<file path="config.mk">
export PLATFORM = sky130hd
export DESIGN_NAME = jtag_addr20_dr
export DESIGN_NICKNAME = d
export VERILOG_FILES = /design/src/rtl/jtag_addr20_pkg.sv /design/src/rtl/a20_tx_path.sv /design/src/rtl/a20_rx_collect.sv /design/src/rtl/a20_addr_hold.sv /design/src/rtl/jtag_addr20_dr.sv
export SDC_FILE = /design/constraint.sdc
export NUM_CORES = 1
export LEC_CHECK = 0
export ABC_AREA = 1
export BUFFER_PORTS_ARGS = -buffer_cell sky130_fd_sc_hd__buf_4
export CAP_MARGIN = 20
export CORE_MARGIN = 1.5
export CORE_UTILIZATION = 45
export DETAILED_ROUTE_END_ITERATION = 6
export PLACE_DENSITY = 0.66
export RECOVER_POWER = 100
export SLEW_MARGIN = 40
export SYNTH_ARGS = -nofsm -noshare
export SYNTH_HDL_FRONTEND = slang
export SYNTH_SLANG_ARGS = --single-unit
</file>
<file path="constraint.sdc">
create_clock -name tck -period 2 [get_ports tck]
set_clock_uncertainty 0.2 [all_clocks]
set_input_delay 0.2 -clock tck [delete_from_list [all_inputs] [get_ports tck]]
set_output_delay 0.2 -clock tck [all_outputs]
set_load 0.005 [all_outputs]
</file>
<file path="src/rtl/jtag_addr20_pkg.sv">
package jtag_addr20_pkg;
  localparam int ADDR_W = 20;
  localparam int LEG_W  = 16;
  localparam int HI_W   = ADDR_W - LEG_W;
  localparam int CNT_W  = $clog2(ADDR_W + 2);
  localparam int CNT_SAT = ADDR_W + 1;

  typedef logic [ADDR_W-1:0] addr_t;
  typedef logic [CNT_W-1:0]  cnt_t;

  // Outgoing order: low part first, then the high nibble.
  function automatic addr_t fn_out_order(input addr_t a);
    return {a[LEG_W-1:0], a[ADDR_W-1:LEG_W]};
  endfunction

  // A legacy-width load clears the upper bits.
  function automatic addr_t fn_legacy_fill(input addr_t rx);
    addr_t r;
    r = '0;
    r[LEG_W-1:0] = rx[LEG_W-1:0];
    return r;
  endfunction

  // Saturating bit counter, so over-long scans never alias to a valid length.
  function automatic cnt_t fn_cnt_next(input cnt_t c);
    if (c >= cnt_t'(CNT_SAT)) return cnt_t'(CNT_SAT);
    return c + cnt_t'(1);
  endfunction
endpackage

</file>
<file path="src/rtl/a20_tx_path.sv">
module a20_tx_path
  import jtag_addr20_pkg::*;
(
  input  logic  tck,
  input  logic  trst_n,
  input  logic  dr_sel,
  input  logic  capture_dr,
  input  logic  shift_dr,
  input  logic  src_bus,
  input  addr_t bus_addr,
  input  addr_t stored,
  output addr_t tx_word,
  output logic  tdo
);
  addr_t cap_src;

  always_comb cap_src = src_bus ? bus_addr : stored;

  always_ff @(posedge tck or negedge trst_n) begin
    if (!trst_n) begin
      tx_word <= '0;
    end else if (dr_sel && capture_dr) begin
      tx_word <= fn_out_order(cap_src);
    end else if (dr_sel && shift_dr) begin
      tx_word <= {tx_word[ADDR_W-2:0], 1'b0};
    end
  end

  // Output bit presented on the falling edge only.
  always_ff @(negedge tck or negedge trst_n) begin
    if (!trst_n) tdo <= 1'b0;
    else         tdo <= (dr_sel && shift_dr) ? tx_word[ADDR_W-1] : 1'b0;
  end
endmodule

</file>
<file path="src/rtl/a20_rx_collect.sv">
module a20_rx_collect
  import jtag_addr20_pkg::*;
(
  input  logic  tck,
  input  logic  trst_n,
  input  logic  dr_sel,
  input  logic  capture_dr,
  input  logic  shift_dr,
  input  logic  update_dr,
  input  logic  tdi,
  output addr_t rx_word,
  output cnt_t  bit_cnt,
  output logic  upd_full,
  output logic  upd_legacy
);
  always_ff @(posedge tck or negedge trst_n) begin
    if (!trst_n) begin
      rx_word <= '0;
      bit_cnt <= '0;
    end else if (dr_sel && capture_dr) begin
      bit_cnt <= '0;
    end else if (dr_sel && shift_dr) begin
      rx_word <= {rx_word[ADDR_W-2:0], tdi};
      bit_cnt <= fn_cnt_next(bit_cnt);
    end
  end

  always_comb begin
    upd_full   = dr_sel && update_dr && (bit_cnt == cnt_t'(ADDR_W));
    upd_legacy = dr_sel && update_dr && (bit_cnt == cnt_t'(LEG_W));
  end
endmodule

</file>
<file path="src/rtl/a20_addr_hold.sv">
module a20_addr_hold
  import jtag_addr20_pkg::*;
(
  input  logic  tck,
  input  logic  trst_n,
  input  logic  upd_full,
  input  logic  upd_legacy,
  input  addr_t rx_word,
  output addr_t addr_q
);
  always_ff @(posedge tck or negedge trst_n) begin
    if (!trst_n)         addr_q <= '0;
    else if (upd_full)   addr_q <= rx_word;
    else if (upd_legacy) addr_q <= fn_legacy_fill(rx_word);
  end
endmodule

</file>
<file path="src/rtl/jtag_addr20_dr.sv">
module jtag_addr20_dr
  import jtag_addr20_pkg::*;
(
  input  logic              tck,
  input  logic              trst_n,
  input  logic              tdi,
  input  logic              capture_dr,
  input  logic              shift_dr,
  input  logic              update_dr,
  input  logic              sel_load,
  input  logic              sel_capture,
  input  logic [ADDR_W-1:0] bus_addr,
  output logic              tdo,
  output logic [ADDR_W-1:0] addr_out
);
  logic  dr_sel;
  logic  upd_full, upd_legacy;
  addr_t rx_word, tx_word, addr_q;
  cnt_t  bit_cnt;

  assign dr_sel   = sel_load | sel_capture;
  assign addr_out = addr_q;

  a20_tx_path u_tx (
    .tck(tck), .trst_n(trst_n), .dr_sel(dr_sel), .capture_dr(capture_dr),
    .shift_dr(shift_dr), .src_bus(sel_capture), .bus_addr(bus_addr),
    .stored(addr_q), .tx_word(tx_word), .tdo(tdo)
  );

  a20_rx_collect u_rx (
    .tck(tck), .trst_n(trst_n), .dr_sel(dr_sel), .capture_dr(capture_dr),
    .shift_dr(shift_dr), .update_dr(update_dr), .tdi(tdi),
    .rx_word(rx_word), .bit_cnt(bit_cnt), .upd_full(upd_full), .upd_legacy(upd_legacy)
  );

  a20_addr_hold u_hold (
    .tck(tck), .trst_n(trst_n), .upd_full(upd_full), .upd_legacy(upd_legacy),
    .rx_word(rx_word), .addr_q(addr_q)
  );
endmodule

</file>
==> impl_results.md <==
* Status: finished with violations
* Failing checks: DRC, setup timing
* WS Path Type: reg -> out
* 1st-iter DRT viols at about 200
* Die area at 7210 µm²
* Post-route antenna net violation count at 0
* Async set-or-reset flop fraction in the synthesized netlist at 1.00
* Post-DP HPWL at 4430 µm
* Clock Latency Late Sink at between 0.3 and 0.4 ns
* Largest stage delay, worst path at slightly below 0.4 ns
* # IOs at 49
* Clock root buffer master: clkbuf_8
* CP Cell Sequence: buf_4
* Largest cells by area after synthesis: dfrtp_1 54%, nand2_1 12%, o21ai_0 5.6%
* Inserted Diodes at 0
* Top FF cell, synth: dfrtp_1
* Slew Viols, Final at 0
* Layout cells sized above 1 at 0.220
* Pre-CTS setup slack at 0.128 ns
* Clk sinks at 66
* Top cell type's share of synthesized area at 0.539
* Number of remaining DRC errors at 6
* Hold slack at 0.186 ns
* Layout net count at between 400 and 500
* Footprint of the multi-input gates at 1100 µm²
* Min-delay worst type: in -> reg
* CP Max Fanout at 1
* Syn Nets at 364
* Synth top cells by count: 94 x nand2_1, 65 x dfrtp_1, 34 x o21ai_0, 29 x inv_1, 26 x nand3_1
* CTS buffer count at 9
* # Max-Cap Violations at 0
* CP max stage cell: dfrtn_1
* Arrival time worst endpoint at 1.81 ns
* Ys Warns at 0
* Max clock buf depth at 2
* Worst-margin pin slew at 1.17 ns
* DR pass1 iterations at 7
* GRT overflow at 0
* Wirelength per Cell at 14.4 µm
* Via-per-instance ratio at ~5.1
* Cell accounting for the most synthesized area: dfrtp_1
* Post-synth EDFFs at 0
* CTS tree: yes
* Worst Path Required at 1.60 ns
* Final Setup Violations at 1
* Vias in the first global route at between 2k and 2.5k
* Pleak at between 1.5 and 2 nW
* Pwr per Cell Area at just over 900 nW/µm²
* Max IR drop VDD at 0.399 mV
* Final setup TNS at -0.208 ns
* Gpl congestion at 0.755
* Post-Synthesis Cell Area at between 3000 and 4000 µm²
* Die height at 84.9 µm
* Die W at ~85 µm
* Vias post-DR at 2476
* RSZ-0062 raised after global routing: true
* Gr usage total at 0.208
* Post-synthesis cell type count at 25
* Setup bufs post-CTS at 0
* Worst Path Buf+Inv at 1
* # fillers at 563
* Sequential-to-total area share from yosys stat at 0.547
* CP top delay family: flip-flops
* First-pass GRT wire length at 11700 µm
* Reg clk slew, reported paths at ~0.07 ns
* DP Area at 3450 µm²
* Row cnt at 29
* Worst setup SP type: register
* Crit path setup slack, layout at -0.208 ns
* Largest net degree at the start of global routing at between 60 and 70
* Core area at 6420 µm²
* Mapped Cells at approximately 330
* Synth Register Bits at 66
* Starting Density at 0.470
* Area Overhead vs Synth at 26.6%
* Top-count cell post-synth: nand2_1
* Initial antenna violation count at 0
* Slew headroom at 0.219
* Post-Layout Inst Area at approximately 3800 µm²
* Post-Syn Area per Cell at 9.06 µm²
* Count of final hold-check violations at 0
* DRT Wirelength at 6980 µm
* Reg area at 1650 µm²
* # port buffers at 48
* CTS H-tree depth at 3
* CP endpoint kind: output port
stage by stage:
stage               std cells  utilization  power [mW]
global route              486        0.595        3.65
CTS                       486        0.607        3.53
global placement          448        0.537        2.19
finish                    486        0.595        3.46
detailed placement        448        0.537        2.21
floorplan                 333            -        1.96
placed cells by master (no fill, tap or decap), drive strengths merged:
cell type	synthesis	layout
clkbuf	7	39
clkinv	0	2
nor3b	1	1
dfrtn	1	1
bufinv	0	2
nand3	26	26
o211ai	20	20
xnor2	1	1
o21ai	43	43
nand2	96	96
nand4	1	1
buf	11	29
dfrtp	65	65
nor2	5	5
nor3	2	2
o21bai	1	1
inv	29	29
a21oi	1	1
ha	3	3
dlygate4sd3	0	22
or2	20	20
final cells by class:
class,instances,area share
clock inverters,4,0.0193
clock buffers,12,0.0406
flip-flops and latches,66,0.432
multi-input cells,220,0.289
repair buffers,78,0.165
inverters,29,0.0285
well taps,77,0.0252
report_power, final:
group / internal, mW / switching, mW
Combinational: 0.257 / 0.266
Sequential: 1.54 / 0.130
Clock: 0.771 / 0.496
worst paths after layout:
kind / slack [ns] / cells after the start / startpoint / end
setup / recovery: -0.21 / 1 / u_tx.tdo / tdo
hold / removal: 0.19 / 5 / update_dr / u_hold.addr_q[17]
setup reg to reg: 0.10 / 8 / u_rx.bit_cnt[0] / u_hold.addr_q[11]
hold reg to reg: 0.29 / 2 / u_rx.rx_word[18] / u_rx.rx_word[19]
max in group asynchronous: 0.47 / 3 / trst_n / u_rx.bit_cnt[2]
min in group asynchronous: 0.54 / 3 / trst_n / u_tx.tx_word[3]
routing by layer:
| metal | track usage | wire length (µm) | vias up |
|---|---|---|---|
| met5 | 0 | 0 | - |
| met1 | 0.285 | 3340 | 1197 |
| met2 | 0.339 | 3350 | 50 |
| li1 | - | - | 1225 |
| met3 | 0.0263 | 223 | 4 |
| met4 | 0.0805 | 72 | 0 |
cells by family (layout without fill, tap and decap cells):
kind of cell,after synthesis,after routing,share of synthesized area
and+or+nand+nor,151,151,0.228
DFF,66,66,0.547
AOI/OAI and AO/OA,65,65,0.133
buffers and inverters,47,123,0.0771
adders and majority gates,3,3,0.0124
xor gates and xnor gates,1,1,0.00290
state kept, by name, indices dropped and copies added, names as in the netlist:
name           count
u_hold.addr_q     20
u_tx.tdo           1
u_rx.bit_cnt       5
u_tx.tx_word      20
u_rx.rx_word      20
repair_timing:
item                                    4_1_cts  5_1_grt
hold endpoints to repair                     86        0
hold buffers                                 22        0
endpoints found under the setup margin        1        1
resized for setup                             0        0
(Power assumes the default switching activity.)
